===== src/rtl/ddr2_init_pkg.sv =====
package ddr2_init_pkg;

  typedef enum logic [3:0] {
    ST_IDLE,
    ST_CKE_WAIT,
    ST_PRE,
    ST_PRE_GAP,
    ST_LM2,
    ST_LM2_GAP,
    ST_LM3,
    ST_LM3_GAP,
    ST_LM1,
    ST_LM1_GAP,
    ST_FIN
  } seq_state_e;

  typedef struct packed {
    logic ras_n;
    logic cas_n;
    logic we_n;
  } ddr_cmd_t;

  localparam ddr_cmd_t CMD_NOP = '{ras_n: 1'b1, cas_n: 1'b1, we_n: 1'b1};
  localparam ddr_cmd_t CMD_PRE = '{ras_n: 1'b0, cas_n: 1'b1, we_n: 1'b0};
  localparam ddr_cmd_t CMD_LM  = '{ras_n: 1'b0, cas_n: 1'b0, we_n: 1'b0};

  localparam logic [1:0] BA_EMR1 = 2'b01;
  localparam logic [1:0] BA_EMR2 = 2'b10;
  localparam logic [1:0] BA_EMR3 = 2'b11;

  localparam int PRE_ALL_BIT = 10;

endpackage


===== src/rtl/ddr2_init_timer.sv =====
module ddr2_init_timer #(
  parameter int CNT_W = 8
) (
  input  logic             clk,
  input  logic             rst_n,
  input  logic             load,
  input  logic [CNT_W-1:0] load_val,
  output logic             expired
);

  logic [CNT_W-1:0] cnt_q, cnt_d;
  logic             cnt_en;

  always_comb begin
    cnt_en = load || (cnt_q != '0);
    cnt_d  = load ? load_val : cnt_q - 1'b1;
  end

  always_ff @(posedge clk or negedge rst_n) begin
    if (!rst_n)      cnt_q <= '0;
    else if (cnt_en) cnt_q <= cnt_d;
  end

  assign expired = (cnt_q == '0);

endmodule


===== src/rtl/ddr2_init_ctrl.sv =====
module ddr2_init_ctrl
  import ddr2_init_pkg::*;
#(
  parameter int CKE_CYCLES = 100,
  parameter int T_RP       = 3,
  parameter int T_MRD      = 2
) (
  input  logic       clk,
  input  logic       rst_n,
  input  logic       start,
  input  logic       dll_en,
  input  logic       drv_reduced,
  output seq_state_e state,
  output logic       cke_on,
  output logic       dll_cap,
  output logic       drv_cap
);

  localparam int GAP_MAX  = (T_RP > T_MRD) ? T_RP : T_MRD;
  localparam int LOAD_MAX = (CKE_CYCLES > GAP_MAX) ? CKE_CYCLES : GAP_MAX;
  localparam int CNT_W    = (LOAD_MAX > 1) ? $clog2(LOAD_MAX) : 1;

  localparam logic [CNT_W-1:0] LD_CKE = CNT_W'(CKE_CYCLES - 1);
  localparam logic [CNT_W-1:0] LD_RP  = CNT_W'(T_RP - 1);
  localparam logic [CNT_W-1:0] LD_MRD = CNT_W'(T_MRD - 1);

  seq_state_e       state_q, state_d;
  logic             tmr_load, tmr_done;
  logic [CNT_W-1:0] tmr_val;
  logic             accept;

  assign accept = (state_q == ST_IDLE) && start;

  always_comb begin
    state_d  = state_q;
    tmr_load = 1'b0;
    tmr_val  = '0;
    unique case (state_q)
      ST_IDLE: if (start) begin
        state_d  = ST_CKE_WAIT;
        tmr_load = 1'b1;
        tmr_val  = LD_CKE;
      end
      ST_CKE_WAIT: if (tmr_done) state_d = ST_PRE;
      ST_PRE: begin
        state_d  = ST_PRE_GAP;
        tmr_load = 1'b1;
        tmr_val  = LD_RP;
      end
      ST_PRE_GAP: if (tmr_done) state_d = ST_LM2;
      ST_LM2: begin
        state_d  = ST_LM2_GAP;
        tmr_load = 1'b1;
        tmr_val  = LD_MRD;
      end
      ST_LM2_GAP: if (tmr_done) state_d = ST_LM3;
      ST_LM3: begin
        state_d  = ST_LM3_GAP;
        tmr_load = 1'b1;
        tmr_val  = LD_MRD;
      end
      ST_LM3_GAP: if (tmr_done) state_d = ST_LM1;
      ST_LM1: begin
        state_d  = ST_LM1_GAP;
        tmr_load = 1'b1;
        tmr_val  = LD_MRD;
      end
      ST_LM1_GAP: if (tmr_done) state_d = ST_FIN;
      ST_FIN:  state_d = ST_IDLE;
      default: state_d = ST_IDLE;
    endcase
  end

  ddr2_init_timer #(.CNT_W(CNT_W)) i_timer (
    .clk      (clk),
    .rst_n    (rst_n),
    .load     (tmr_load),
    .load_val (tmr_val),
    .expired  (tmr_done)
  );

  always_ff @(posedge clk or negedge rst_n) begin
    if (!rst_n) state_q <= ST_IDLE;
    else        state_q <= state_d;
  end

  always_ff @(posedge clk or negedge rst_n) begin
    if (!rst_n) begin
      cke_on  <= 1'b0;
      dll_cap <= 1'b0;
      drv_cap <= 1'b0;
    end else if (accept) begin
      cke_on  <= 1'b1;
      dll_cap <= dll_en;
      drv_cap <= drv_reduced;
    end
  end

  assign state = state_q;

endmodule


===== src/rtl/ddr2_init_drive.sv =====
module ddr2_init_drive
  import ddr2_init_pkg::*;
#(
  parameter int ADDR_W = 14
) (
  input  seq_state_e        state,
  input  logic              cke_on,
  input  logic              dll_cap,
  input  logic              drv_cap,
  output logic              cs_n,
  output logic              ras_n,
  output logic              cas_n,
  output logic              we_n,
  output logic [1:0]        ba,
  output logic [ADDR_W-1:0] addr,
  output logic              done
);

  ddr_cmd_t          cmd;
  logic [ADDR_W-1:0] a_emr2, a_emr1;

  always_comb begin
    a_emr2              = '0;
    a_emr2[PRE_ALL_BIT] = 1'b1;
    a_emr1              = '0;
    a_emr1[0]           = dll_cap;
    a_emr1[1]           = drv_cap;
  end

  always_comb begin
    cmd  = CMD_NOP;
    ba   = 2'b00;
    addr = '0;
    done = 1'b0;
    unique case (state)
      ST_PRE: begin
        cmd = CMD_PRE; ba = BA_EMR2; addr = a_emr2;
      end
      ST_PRE_GAP, ST_LM2_GAP: begin
        ba = BA_EMR2; addr = a_emr2;
      end
      ST_LM2: begin
        cmd = CMD_LM; ba = BA_EMR2; addr = a_emr2;
      end
      ST_LM3:     begin cmd = CMD_LM; ba = BA_EMR3; end
      ST_LM3_GAP: ba = BA_EMR3;
      ST_LM1: begin
        cmd = CMD_LM; ba = BA_EMR1; addr = a_emr1;
      end
      ST_LM1_GAP: begin
        ba = BA_EMR1; addr = a_emr1;
      end
      ST_FIN:  done = 1'b1;
      default: ;
    endcase
  end

  assign cs_n  = ~cke_on;
  assign ras_n = cmd.ras_n;
  assign cas_n = cmd.cas_n;
  assign we_n  = cmd.we_n;

endmodule


===== src/rtl/ddr2_init_seq.sv =====
module ddr2_init_seq
  import ddr2_init_pkg::*;
#(
  parameter int CLK_PERIOD_PS = 4000,
  parameter int CKE_MIN_PS    = 400000,
  parameter int T_RP          = 3,
  parameter int T_MRD         = 2
) (
  input  logic        clk,
  input  logic        rst_n,
  input  logic        start,
  input  logic        dll_en,
  input  logic        drv_reduced,
  output logic        cke,
  output logic        cs_n,
  output logic        ras_n,
  output logic        cas_n,
  output logic        we_n,
  output logic [1:0]  ba,
  output logic [13:0] addr,
  output logic        done
);

  localparam int CKE_CYCLES = (CKE_MIN_PS + CLK_PERIOD_PS - 1) / CLK_PERIOD_PS;

  seq_state_e state;
  logic       cke_on, dll_cap, drv_cap;

  ddr2_init_ctrl #(
    .CKE_CYCLES (CKE_CYCLES),
    .T_RP       (T_RP),
    .T_MRD      (T_MRD)
  ) i_ctrl (
    .clk         (clk),
    .rst_n       (rst_n),
    .start       (start),
    .dll_en      (dll_en),
    .drv_reduced (drv_reduced),
    .state       (state),
    .cke_on      (cke_on),
    .dll_cap     (dll_cap),
    .drv_cap     (drv_cap)
  );

  ddr2_init_drive #(.ADDR_W(14)) i_drive (
    .state   (state),
    .cke_on  (cke_on),
    .dll_cap (dll_cap),
    .drv_cap (drv_cap),
    .cs_n    (cs_n),
    .ras_n   (ras_n),
    .cas_n   (cas_n),
    .we_n    (we_n),
    .ba      (ba),
    .addr    (addr),
    .done    (done)
  );

  assign cke = cke_on;

endmodule


===== config.mk =====
export PLATFORM = sky130hd
export DESIGN_NAME = ddr2_init_seq
export DESIGN_NICKNAME = d
export VERILOG_FILES = /design/src/rtl/ddr2_init_pkg.sv /design/src/rtl/ddr2_init_timer.sv /design/src/rtl/ddr2_init_ctrl.sv /design/src/rtl/ddr2_init_drive.sv /design/src/rtl/ddr2_init_seq.sv
export SDC_FILE = /design/constraint.sdc
export NUM_CORES = 1
export LEC_CHECK = 0
export BUFFER_PORTS_ARGS = -buffer_cell sky130_fd_sc_hd__buf_2
export CAP_MARGIN = 20
export CORE_ASPECT_RATIO = 1.5
export CORE_MARGIN = 2
export CORE_UTILIZATION = 40
export CTS_CLUSTER_DIAMETER = 80
export CTS_CLUSTER_SIZE = 14
export DETAILED_ROUTE_END_ITERATION = 10
export GPL_ROUTABILITY_DRIVEN = 0
export PLACE_DENSITY = 0.69
export SYNTH_ARGS = -nofsm -noshare
export SYNTH_HDL_FRONTEND = slang
export SYNTH_SLANG_ARGS = --single-unit
export TNS_END_PERCENT = 1

===== constraint.sdc =====
create_clock -name clk -period 5.4 [get_ports clk]
set_clock_uncertainty 0.15 [all_clocks]
set_input_delay 0.27 -clock clk [delete_from_list [all_inputs] [get_ports clk]]
set_output_delay 0.27 -clock clk [all_outputs]
set_load 0.01 [all_outputs]

==> run metrics, run 1 <==
Sinks on Clock Net 14; largest net degree at the start of global routing 17; TritonCTS buffer count 3; Residual DRC 0; die height just over 60 um; Peak VDD IR between 0.2 and 0.25 mV; f_max roughly 470 MHz; number of port buffers 15; Mapped Area between 900 and 1000 um2; Core Rows 21; outcome finished clean; Post-CTS Setup Bufs 0; area delta synth->final 9.29%; First DRT Iteration DRCs 8; top post-synthesis cells by count 14 x dfrtp_1, 12 x buf_4, 9 x nand2_1, 7 x inv_1, 7 x nor2_1; share of cells above drive strength 1 around 19%; Die Footprint 2660 um2; fraction of registers with async set/reset 100%; total detailed-routing wirelength 1680 um; post-synthesis sequential area ratio between 30% and 40%; max_cap viols 0; vias in the first global route ~700; critical path peak fanout 12; multi-input logic area 459 um2; via count 688; Mapped Avg Cell Area a little over 9 um2; slew at the pin with the worst max-slew slack between 500 and 600 ps; crit end category output port; number of distinct library cells after synthesis 36; H-Tree Depth 1; Ports 27; Required @ worst endpoint 4980 ps; CTS Hold Bufs 1; final hold slack roughly 50 ps; number of fill cells in the layout 227; register area between 300 and 400 um2; EDFF count, synth 0; Die Wd between 40 and 50 um; RSZ-0062 raised after global routing no; CP arrival 1710 ps; ANT cells 0; Root Driver clkbuf_4; # resized after CTS 0; Clock Latency Late Sink around 280 ps; core region area 2180 um2; WL per Instance about 12 um; nets about 120; synth top area cells dfrtp_1 39%, buf_4 10%, nand2_1 3.7%; area post-placement roughly 940 um2; Worst Hold Class primary input to register; final period utilization 39.4%; total grt overflow 0; Mapped Cells about 100; Final Max Slew Viols 0; clock tree from TritonCTS built; Relative slew margins between 60% and 70%; antenna viol nets, final 0; Hold Vio Cnt, Final 0; Critical Setup Path Class register to output port; synthesis-stage register bit count 14; leading cell type by number of instances after synthesis dfrtp_1; clk buf depth 2; Leakage ~0.50 nW; Setup violations, final 0; first-pass GRT wire length ~3100 um; dpl ws around 3500 ps; Total Neg Setup Slack 0 ps; final critical-path required period 2130 ps; Final Worst Setup Slack ~3300 ps; Tot GR Track Use ~15%; initial antenna violation count 0; top cell type's share of synthesized area between 30% and 40%; Initial Util 41.4%; First-pass DRT Iterations 5; final instance area roughly 990 um2; Synthesis Warnings 0; post-DR vias/cell between 5 and 6; Most used DFF post-synth dfrtp_1; post-DP HPWL roughly 1300 um; Pwr Density ~450 nW/um2; clock slew at reported path FFs 80 ps; most area-hungry cell type in the Yosys netlist dfrtp_1; Worst setup SP type register
==> critical path, cell delays in order (launching register included) <==
cell and delay, ps:
dfrtp_1 580, nor2_1 140, or2_1 240, a21oi_1 250, inv_1 80, buf_2 140
==> power breakdown <==
part	internal [mW]	switching (mW)
Combinational	0.0818	0.0840
Clock	0.0411	0.0352
Sequential	0.145	0.0564
==> registers in the layout (all words and copies together) (netlist names) <==
signal,flops
i_ctrl.state,4
i_ctrl.drv_cap,1
i_ctrl.i_timer.cnt_q,7
i_ctrl.cke_on,1
i_ctrl.dll_cap,1
==> cell families (layout without fill, tap and decap cells) <==
group | after synthesis | count (layout) | synth area share (%)
AO/OA/AOI/OAI | 18 | 18 | 13.2
XOR/XNOR | 4 | 4 | 3.88
adder cells (fa/ha/maj) | 2 | 2 | 2.77
buffers and inverters | 22 | 27 | 14.4
flip-flops | 14 | 14 | 38.8
multiplexers | 4 | 4 | 4.72
other | 1 | 11 | 0.416
AND/OR/NAND/NOR | 34 | 34 | 21.8
==> routing by layer <==
metal	wire length (um)	track usage, %
met5	0	0
met1	680	17.6
met3	48	2.62
met2	927	25.6
met4	27	8.98
==> path summary, 6_finish.rpt <==
kind / from / to / slack [ps] / depth (start not counted)
setup / recovery: i_ctrl.state[1]$_DFFE_PN0P_ / we_n / 3270 / 5
hold / removal: drv_reduced / i_ctrl.drv_cap$_DFFE_PN0P_ / 50 / 2
setup reg to reg: i_ctrl.i_timer.cnt_q[0]$_DFFE_PN0P_ / i_ctrl.i_timer.cnt_q[3]$_DFFE_PN0P_ / 3470 / 6
hold reg to reg: i_ctrl.cke_on$_DFFE_PN0P_ / i_ctrl.cke_on$_DFFE_PN0P_ / 310 / 2
max in group asynchronous: rst_n / i_ctrl.cke_on$_DFFE_PN0P_ / 4600 / 2
min in group asynchronous: rst_n / i_ctrl.i_timer.cnt_q[1]$_DFFE_PN0P_ / 260 / 2
==> cells in the final DEF, fill, tap and decap left out, types with 2 or more instances in the layout <==
master / count
a21oi_1: 4
and3_1: 2
buf_2: 15
clkbuf_4: 3
conb_1: 11
dfrtp_1: 14
ha_1: 2
inv_1: 7
mux2_1: 2
mux2i_1: 2
nand2_1: 9
nand3_1: 2
nand3b_1: 4
nor2_1: 7
nor3_1: 2
o21ai_0: 3
o21ai_1: 3
xnor2_1: 3
==> metrics by stage <==
| stage | cells | util, % | power, mW |
|---|---|---|---|
| floorplan | 109 | - | 0.333 |
| global placement | 132 | 43.1 | 0.362 |
| global route | 137 | 45.2 | 0.488 |
| finish | 137 | 45.2 | 0.444 |
| detailed placement | 132 | 43.1 | 0.371 |
| CTS | 137 | 45.2 | 0.448 |
==> area by class of cell <==
| class | instances | share of cell area [%] |
|---|---|---|
| timing repair buffer | 16 | 8.63 |
| inverter | 7 | 2.66 |
| tap | 23 | 2.92 |
| sequential | 14 | 35.5 |
| clock buffer | 4 | 3.68 |
| multi-input combinational | 73 | 46.6 |
Power figures use the tool's default switching activity.
==> run 2: changes to the inputs <==
--- a/config.mk
+++ b/config.mk
@@ -5,6 +5,7 @@
 export SDC_FILE = /design/constraint.sdc
 export NUM_CORES = 1
 export LEC_CHECK = 0
+export ABC_AREA = 1
 export BUFFER_PORTS_ARGS = -buffer_cell sky130_fd_sc_hd__buf_2
 export CAP_MARGIN = 20
 export CORE_ASPECT_RATIO = 1.5
@@ -14,7 +15,7 @@
 export CTS_CLUSTER_SIZE = 14
 export DETAILED_ROUTE_END_ITERATION = 10
 export GPL_ROUTABILITY_DRIVEN = 0
-export PLACE_DENSITY = 0.69
+export PLACE_DENSITY = 0.67
 export SYNTH_ARGS = -nofsm -noshare
 export SYNTH_HDL_FRONTEND = slang
 export SYNTH_SLANG_ARGS = --single-unit
==> constraint.sdc (replaced) <==
create_clock -name clk -period 2.15 [get_ports clk]
set_clock_uncertainty 0.15 [all_clocks]
set_input_delay 0.1075 -clock clk [delete_from_list [all_inputs] [get_ports clk]]
set_output_delay 0.1075 -clock clk [all_outputs]
set_load 0.01 [all_outputs]
==> run metrics, run 2 <==
outcome finished clean; leading cell type by number of instances after synthesis nand2_1; crit end category output port; top post-synthesis cells by count 27 x nand2_1, 15 x inv_1, 14 x dfrtp_1, 13 x nor2_1, 12 x buf_4; CP arrival 1470 ps (-240 ps); EDFF count, synth 0 (unchanged); Mapped Cells 131 (+32%); Tot GR Track Use 14.5% (-0.84 points); top cell type's share of synthesized area 34.8% (-4.1 points); Clock Latency Late Sink 270 ps (about the same); fraction of registers with async set/reset 100% (unchanged); final critical-path required period roughly 1700 ps; commonest non-fill, non-tap cell in the layout nand2_1; final hold slack 55.8 ps (+6.26 ps); most area-hungry cell type in the Yosys netlist dfrtp_1; via count 839 (+22%); synth top area cells dfrtp_1 35%, nand2_1 10%, buf_4 8.9%; Post-Place Cells 167 (+27%); First DRT Iteration DRCs 9 (+1); Final Util 46.0% (+0.81 points); Total Neg Setup Slack 0 ps (unchanged); Peak VDD IR 0.708 mV (+220%); H-Tree Depth 1 (unchanged); Final Max Slew Viols 0 (unchanged); Root Driver clkbuf_4; clock slew at reported path FFs 90 ps (about the same); initial antenna violation count 0 (unchanged); Hold Vio Cnt, Final 0 (unchanged); Core Rows 22 (+4.8%); total grt overflow 0 (unchanged); most frequent cells in the layout 27 x nand2_1, 15 x inv_1, 15 x buf_2; f_max between 500 and 600 MHz; Total Power 1.56 mW (+250%); post-DR vias/cell 4.82 (-4.0%); core region area 2420 um2 (+11%); Required @ worst endpoint 1890 ps (-3090 ps); number of port buffers 15 (unchanged); post-synthesis sequential area ratio 34.8% (-4.1 points); antenna viol nets, final 0 (unchanged); area delta synth->final 10.7%; vias in the first global route 745 (+6.1%); largest net degree at the start of global routing 15 (-2); Post-CTS Setup Bufs 0 (unchanged); max reg flops 7 (unchanged); Synthesis Warnings 0 (unchanged); Worst setup SP type register; RSZ-0062 raised after global routing no; R2R setup slack 510 ps (-2960 ps); share of cells above drive strength 1 25.3% (+6.0 points); clk buf depth 2 (unchanged); WL per Instance 11.2 um (-8.5%); First-pass DRT Iterations 4 (-1); Worst Hold Class primary input to register; Mapped Avg Cell Area 7.69 um2 (-16%); Die Wd 45.0 um (+5.1%); Residual DRC 0 (unchanged); Ports 27 (unchanged); Reg with most FFs i_ctrl.i_timer.cnt_q; Setup violations, final 0 (unchanged); Initial Util 41.6% (+0.22 points); die height 65.5 um (+5.3%); Mapped Area 1010 um2 (+12%); Die Footprint 2940 um2 (+11%); Sinks on Clock Net 14 (unchanged); critical path peak fanout 9 (-3); Leakage 0.599 nW (+21%); post-DP HPWL 1560 um (+23%); first-pass GRT wire length 3240 um (+3.1%); synthesis-stage register bit count 14 (unchanged); Pwr Density 1400 nW/um2 (+210%); Most used DFF post-synth dfrtp_1; Critical Setup Path Class register to output port; final period utilization 80.4%; ANT cells 0 (unchanged); clock tree from TritonCTS built; total detailed-routing wirelength 1960 um (+16%); TritonCTS buffer count 3 (unchanged); number of distinct library cells after synthesis 28 (-22%); nets 158 (+30%); non-filler cells, final 174 (+27%); max_cap viols 0 (unchanged)
-- run 2: changes by cell type after synthesis, sizes merged, moves of 2 or more --
cell	delta
nand2	+21
nor2	+14
inv	+10
nand3	+7
a21oi	+3
nand3b	-3
xnor2	-3
and3	-2
mux2	-2
mux2i	-2
nand4	+2
-- run 2: layout make-up --
cell class / instances / area [um2]
Multi-Input combinational cell: 97 / 529
Inverter: 17 / 63.8
Fill cell: 250 / 1310
Tap cell: 24 / 30.0
Sequential cell: 14 / 350
Timing Repair Buffer: 18 / 105
Clock buffer: 4 / 36.3
-- run 2: per-stage QoR --
step | cell area (um2) | setup slack, ps
2_1_floorplan | 1040 | 702
3_3_place_gp | 1050 | 581
3_5_place_dp | 1050 | 543
4_1_cts | 1110 | 400
5_1_grt | 1110 | 292
6_report | 1110 | 421
-- run 2: cells by family (layout without fill, tap and decap cells) --
group / Yosys count / in the layout / synth area share (%)
simple gates: 66 / 66 / 35.0
buf+inv: 30 / 39 / 16.4
compound gates: 17 / 17 / 10.1
flops: 14 / 14 / 34.8
fa+ha+maj: 2 / 2 / 2.48
other cells: 1 / 11 / 0.372
xor+xnor: 1 / 1 / 0.870
-- run 2: power by group --
part | switching [mW] | internal [mW] | leakage [nW]
Clock | 0.0827 | 0.103 | 0.0210
Sequential | 0.157 | 0.376 | 0.165
Combinational | 0.523 | 0.318 | 0.413
-- run 2: layer usage --
layer | track usage (%) | wire length [um] | up-vias | share of wire [%]
met5 | 0 | 0 | - | 0
met4 | 4.41 | 12 | 0 | 0.61
met3 | 1.65 | 54 | 2 | 2.8
met2 | 25.7 | 1070 | 14 | 55
met1 | 17.5 | 814 | 391 | 42
li1 | - | - | 432 | -
-- run 2: final timing paths --
kind                                                           from                                   to  depth (start not counted)
worst max register to register  i_ctrl.i_timer.cnt_q[0]$_DFFE_PN0P_          i_ctrl.state[1]$_DFFE_PN0P_                          9
worst max-delay path                    i_ctrl.state[1]$_DFFE_PN0P_                                 we_n                          5
worst min register to register            i_ctrl.cke_on$_DFFE_PN0P_            i_ctrl.cke_on$_DFFE_PN0P_                          2
max in group asynchronous                                     rst_n  i_ctrl.i_timer.cnt_q[0]$_DFFE_PN0P_                          2
worst min-delay path                                          start            i_ctrl.cke_on$_DFFE_PN0P_                          3
min in group asynchronous                                     rst_n  i_ctrl.i_timer.cnt_q[1]$_DFFE_PN0P_                          2
-- run 2: worst max-delay path, stage by stage, from the launching register on --
cell and delay, ps:
dfrtp_1 570, nor2_2 120, nor2_4 140, nor2_4 60, a21oi_1 160, buf_2 150
-- run 2: what timing repair did --
action / in CTS / in global routing
hold buffers: 3 / 0
resized for setup: 0 / 0
endpoints found under the hold margin: 16 / 0
==> run 3: changes to the inputs <==
--- a/config.mk
+++ b/config.mk
@@ -5,7 +5,7 @@
 export SDC_FILE = /design/constraint.sdc
 export NUM_CORES = 1
 export LEC_CHECK = 0
-export ABC_AREA = 1
+export ABC_AREA = 0
 export BUFFER_PORTS_ARGS = -buffer_cell sky130_fd_sc_hd__buf_2
 export CAP_MARGIN = 20
 export CORE_ASPECT_RATIO = 1.5
@@ -15,7 +15,7 @@
 export CTS_CLUSTER_SIZE = 14
 export DETAILED_ROUTE_END_ITERATION = 10
 export GPL_ROUTABILITY_DRIVEN = 0
-export PLACE_DENSITY = 0.67
+export PLACE_DENSITY = 0.69
 export SYNTH_ARGS = -nofsm -noshare
 export SYNTH_HDL_FRONTEND = slang
 export SYNTH_SLANG_ARGS = --single-unit
==> constraint.sdc (replaced) <==
create_clock -name clk -period 1.6 [get_ports clk]
set_clock_uncertainty 0.15 [all_clocks]
set_input_delay 0.08 -clock clk [delete_from_list [all_inputs] [get_ports clk]]
set_output_delay 0.08 -clock clk [all_outputs]
set_load 0.01 [all_outputs]
==> run metrics, run 3 (synthesized netlist as in run 1, its figures left out) <==
outcome complete, but fails checks; failing checks negative setup slack; commonest non-fill, non-tap cell in the layout buf_4; Peak VDD IR 0.746 mV (+5.4%); clock tree from TritonCTS built; ANT cells 0 (unchanged); max_cap viols 0 (unchanged); post-DP HPWL 1510 um (-3.1%); clk buf depth 2 (unchanged); H-Tree Depth 1 (unchanged); Int Pwr 1.09 mW (+37%); clock power share 14.5% (+2.6 points); Worst setup SP type register; clock slew at reported path FFs 90 ps (about the same); Die Footprint 2660 um2 (-9.7%); Reg2Reg Depth 5 (-4); most frequent cells in the layout 16 x buf_4, 15 x buf_2, 11 x conb_1, 11 x dfrtp_1; Worst path max stage delay 450 ps (-120 ps); total grt overflow 0 (unchanged); switching power 746 uW (-2.2%); R2R setup slack -30 ps (-540 ps); Critical Setup Path Class register to register; Total Power 1.84 mW (+18%); Sinks on Clock Net 14 (unchanged); Setup violations, final 6 (+6); number of port buffers 15 (unchanged); Worst Hold Class primary input to register; total detailed-routing wirelength 2140 um (+9.4%); RSZ-0062 raised after global routing yes; antenna viol nets, final 0 (unchanged); hold endpoint i_ctrl.i_timer.cnt_q[1]$_DFFE_PN0P_; WL per Instance 13.8 um (+23%); Final Util 54.0% (+8.0 points); largest net degree at the start of global routing 15 (unchanged); Worst Path Buf+Inv 1 (unchanged); dpl ws -18.5 ps (-561 ps); Hold Vio Cnt, Final 0 (unchanged); initial antenna violation count 0 (unchanged); Residual DRC 0 (unchanged); critical path peak fanout 5 (-4); Ports 27 (unchanged); Final Max Slew Viols 0 (unchanged); post-DR vias/cell 5.30 (+9.8%); crit end category register; nets 140 (-11%); Final Worst Setup Slack -32.6 ps (-453 ps); Seq pwr share 35.5% (+1.3 points); Pwr Density 1560 nW/um2 (+12%); TritonCTS buffer count 3 (unchanged); final critical-path required period between 1500 and 2000 ps; Initial Util 41.4% (-0.22 points); Clock Latency Late Sink 290 ps (+20 ps); share of cells above drive strength 1 37.9% (+13 points); Hold Crit Depth 3 (unchanged); combinational share of power 49.9% (-4.0 points); Total Neg Setup Slack -77.1 ps (-77.1 ps); f_max about 600 MHz; max reg flops 7 (unchanged); First DRT Iteration DRCs 24 (+15); Die Wd 42.8 um (-4.9%); Root Driver clkbuf_4; area delta synth->final 30.5%; Required @ worst endpoint 1630 ps (-260 ps); core region area 2180 um2 (-10%); Reg with most FFs i_ctrl.i_timer.cnt_q; via count 821 (-2.1%); FF-to-FF Start i_ctrl.i_timer.cnt_q[3]$_DFFE_PN0P_; Critical-path top delay cell dfrtp_1; Core Rows 21 (-4.5%); CP arrival 1660 ps (+190 ps); HP Start start; Switching Fraction 40.6% (-8.3 points); CP delay by family, top simple AND/OR/NAND/NOR gates; Leakage 0.588 nW (-1.8%); First-pass DRT Iterations 4 (unchanged); final period utilization 102%; reg-to-reg endpoint i_ctrl.i_timer.cnt_q[6]$_DFFE_PN0P_; Cell Chain, Critical Path nor4_4 > buf_4 > nand2_2 > mux2i_1 > o21ai_1; Tot GR Track Use 16.9% (+2.4 points); die height 62.2 um (-5.0%); first-pass GRT wire length 3550 um (+9.3%); vias in the first global route 833 (+12%)
## run 3: tightest hold or removal path, stage by stage
cell and delay, ps:
buf_2 100, o21ai_0 100, a21oi_2 140
## run 3: power groups by stage
| stage | Sequential (mW) | Combinational, mW | Clock (mW) |
|---|---|---|---|
| 2_1_floorplan | 0.620 | 0.537 | 0 |
| 3_3_place_gp | 0.633 | 0.771 | 0 |
| 3_5_place_dp | 0.641 | 0.794 | 0 |
| 4_1_cts | 0.635 | 0.830 | 0.265 |
| 5_1_grt | 0.672 | 1.01 | 0.274 |
| 6_report | 0.652 | 0.917 | 0.267 |
## run 3: area by class of cell
cell class | count | area [um2]
Clock buffer | 4 | 36.3
Inverter | 7 | 26.3
Tap cell | 23 | 28.8
Fill cell | 199 | 1000
Multi-Input combinational cell | 73 | 507
Sequential cell | 14 | 354
Timing Repair Buffer | 34 | 225
## run 3: how the worst max path moves through the flow
stage,from,cells after the start,to
after detailed placement,i_ctrl.i_timer.cnt_q[3]$_DFFE_PN0P_,4,i_ctrl.i_timer.cnt_q[1]$_DFFE_PN0P_
after global routing,i_ctrl.i_timer.cnt_q[3]$_DFFE_PN0P_,5,i_ctrl.i_timer.cnt_q[6]$_DFFE_PN0P_
after CTS,i_ctrl.state[1]$_DFFE_PN0P_,4,i_ctrl.i_timer.cnt_q[1]$_DFFE_PN0P_
final,i_ctrl.i_timer.cnt_q[3]$_DFFE_PN0P_,5,i_ctrl.i_timer.cnt_q[6]$_DFFE_PN0P_
after global placement,i_ctrl.i_timer.cnt_q[0]$_DFFE_PN0P_,5,i_ctrl.i_timer.cnt_q[5]$_DFFE_PN0P_
after floorplan,i_ctrl.i_timer.cnt_q[0]$_DFFE_PN0P_,5,i_ctrl.i_timer.cnt_q[5]$_DFFE_PN0P_
## run 3: timing repair
item,CTS,global route
pin swaps,3,3
hold buffers,3,0
setup endpoints to repair,5,16
hold endpoints to repair,16,0
setup buffers,2,1
gates resized for setup,6,6
cloned,0,0
## run 3: per-layer routing
layer | part of all wire (%) | track usage [%]
met2 | 58 | 31.3
met3 | 2.7 | 2.03
met1 | 37 | 18.1
met4 | 2.5 | 7.42
met5 | 0 | 0
## run 3: per-stage QoR
step                instances  hold slack, ps  cell area, um2
floorplan                 109            -366             952
global placement          145            -155            1050
detailed placement        145            -153            1050
CTS                       154            14.1            1140
global route              155            55.1            1180
finish                    155            24.9            1180
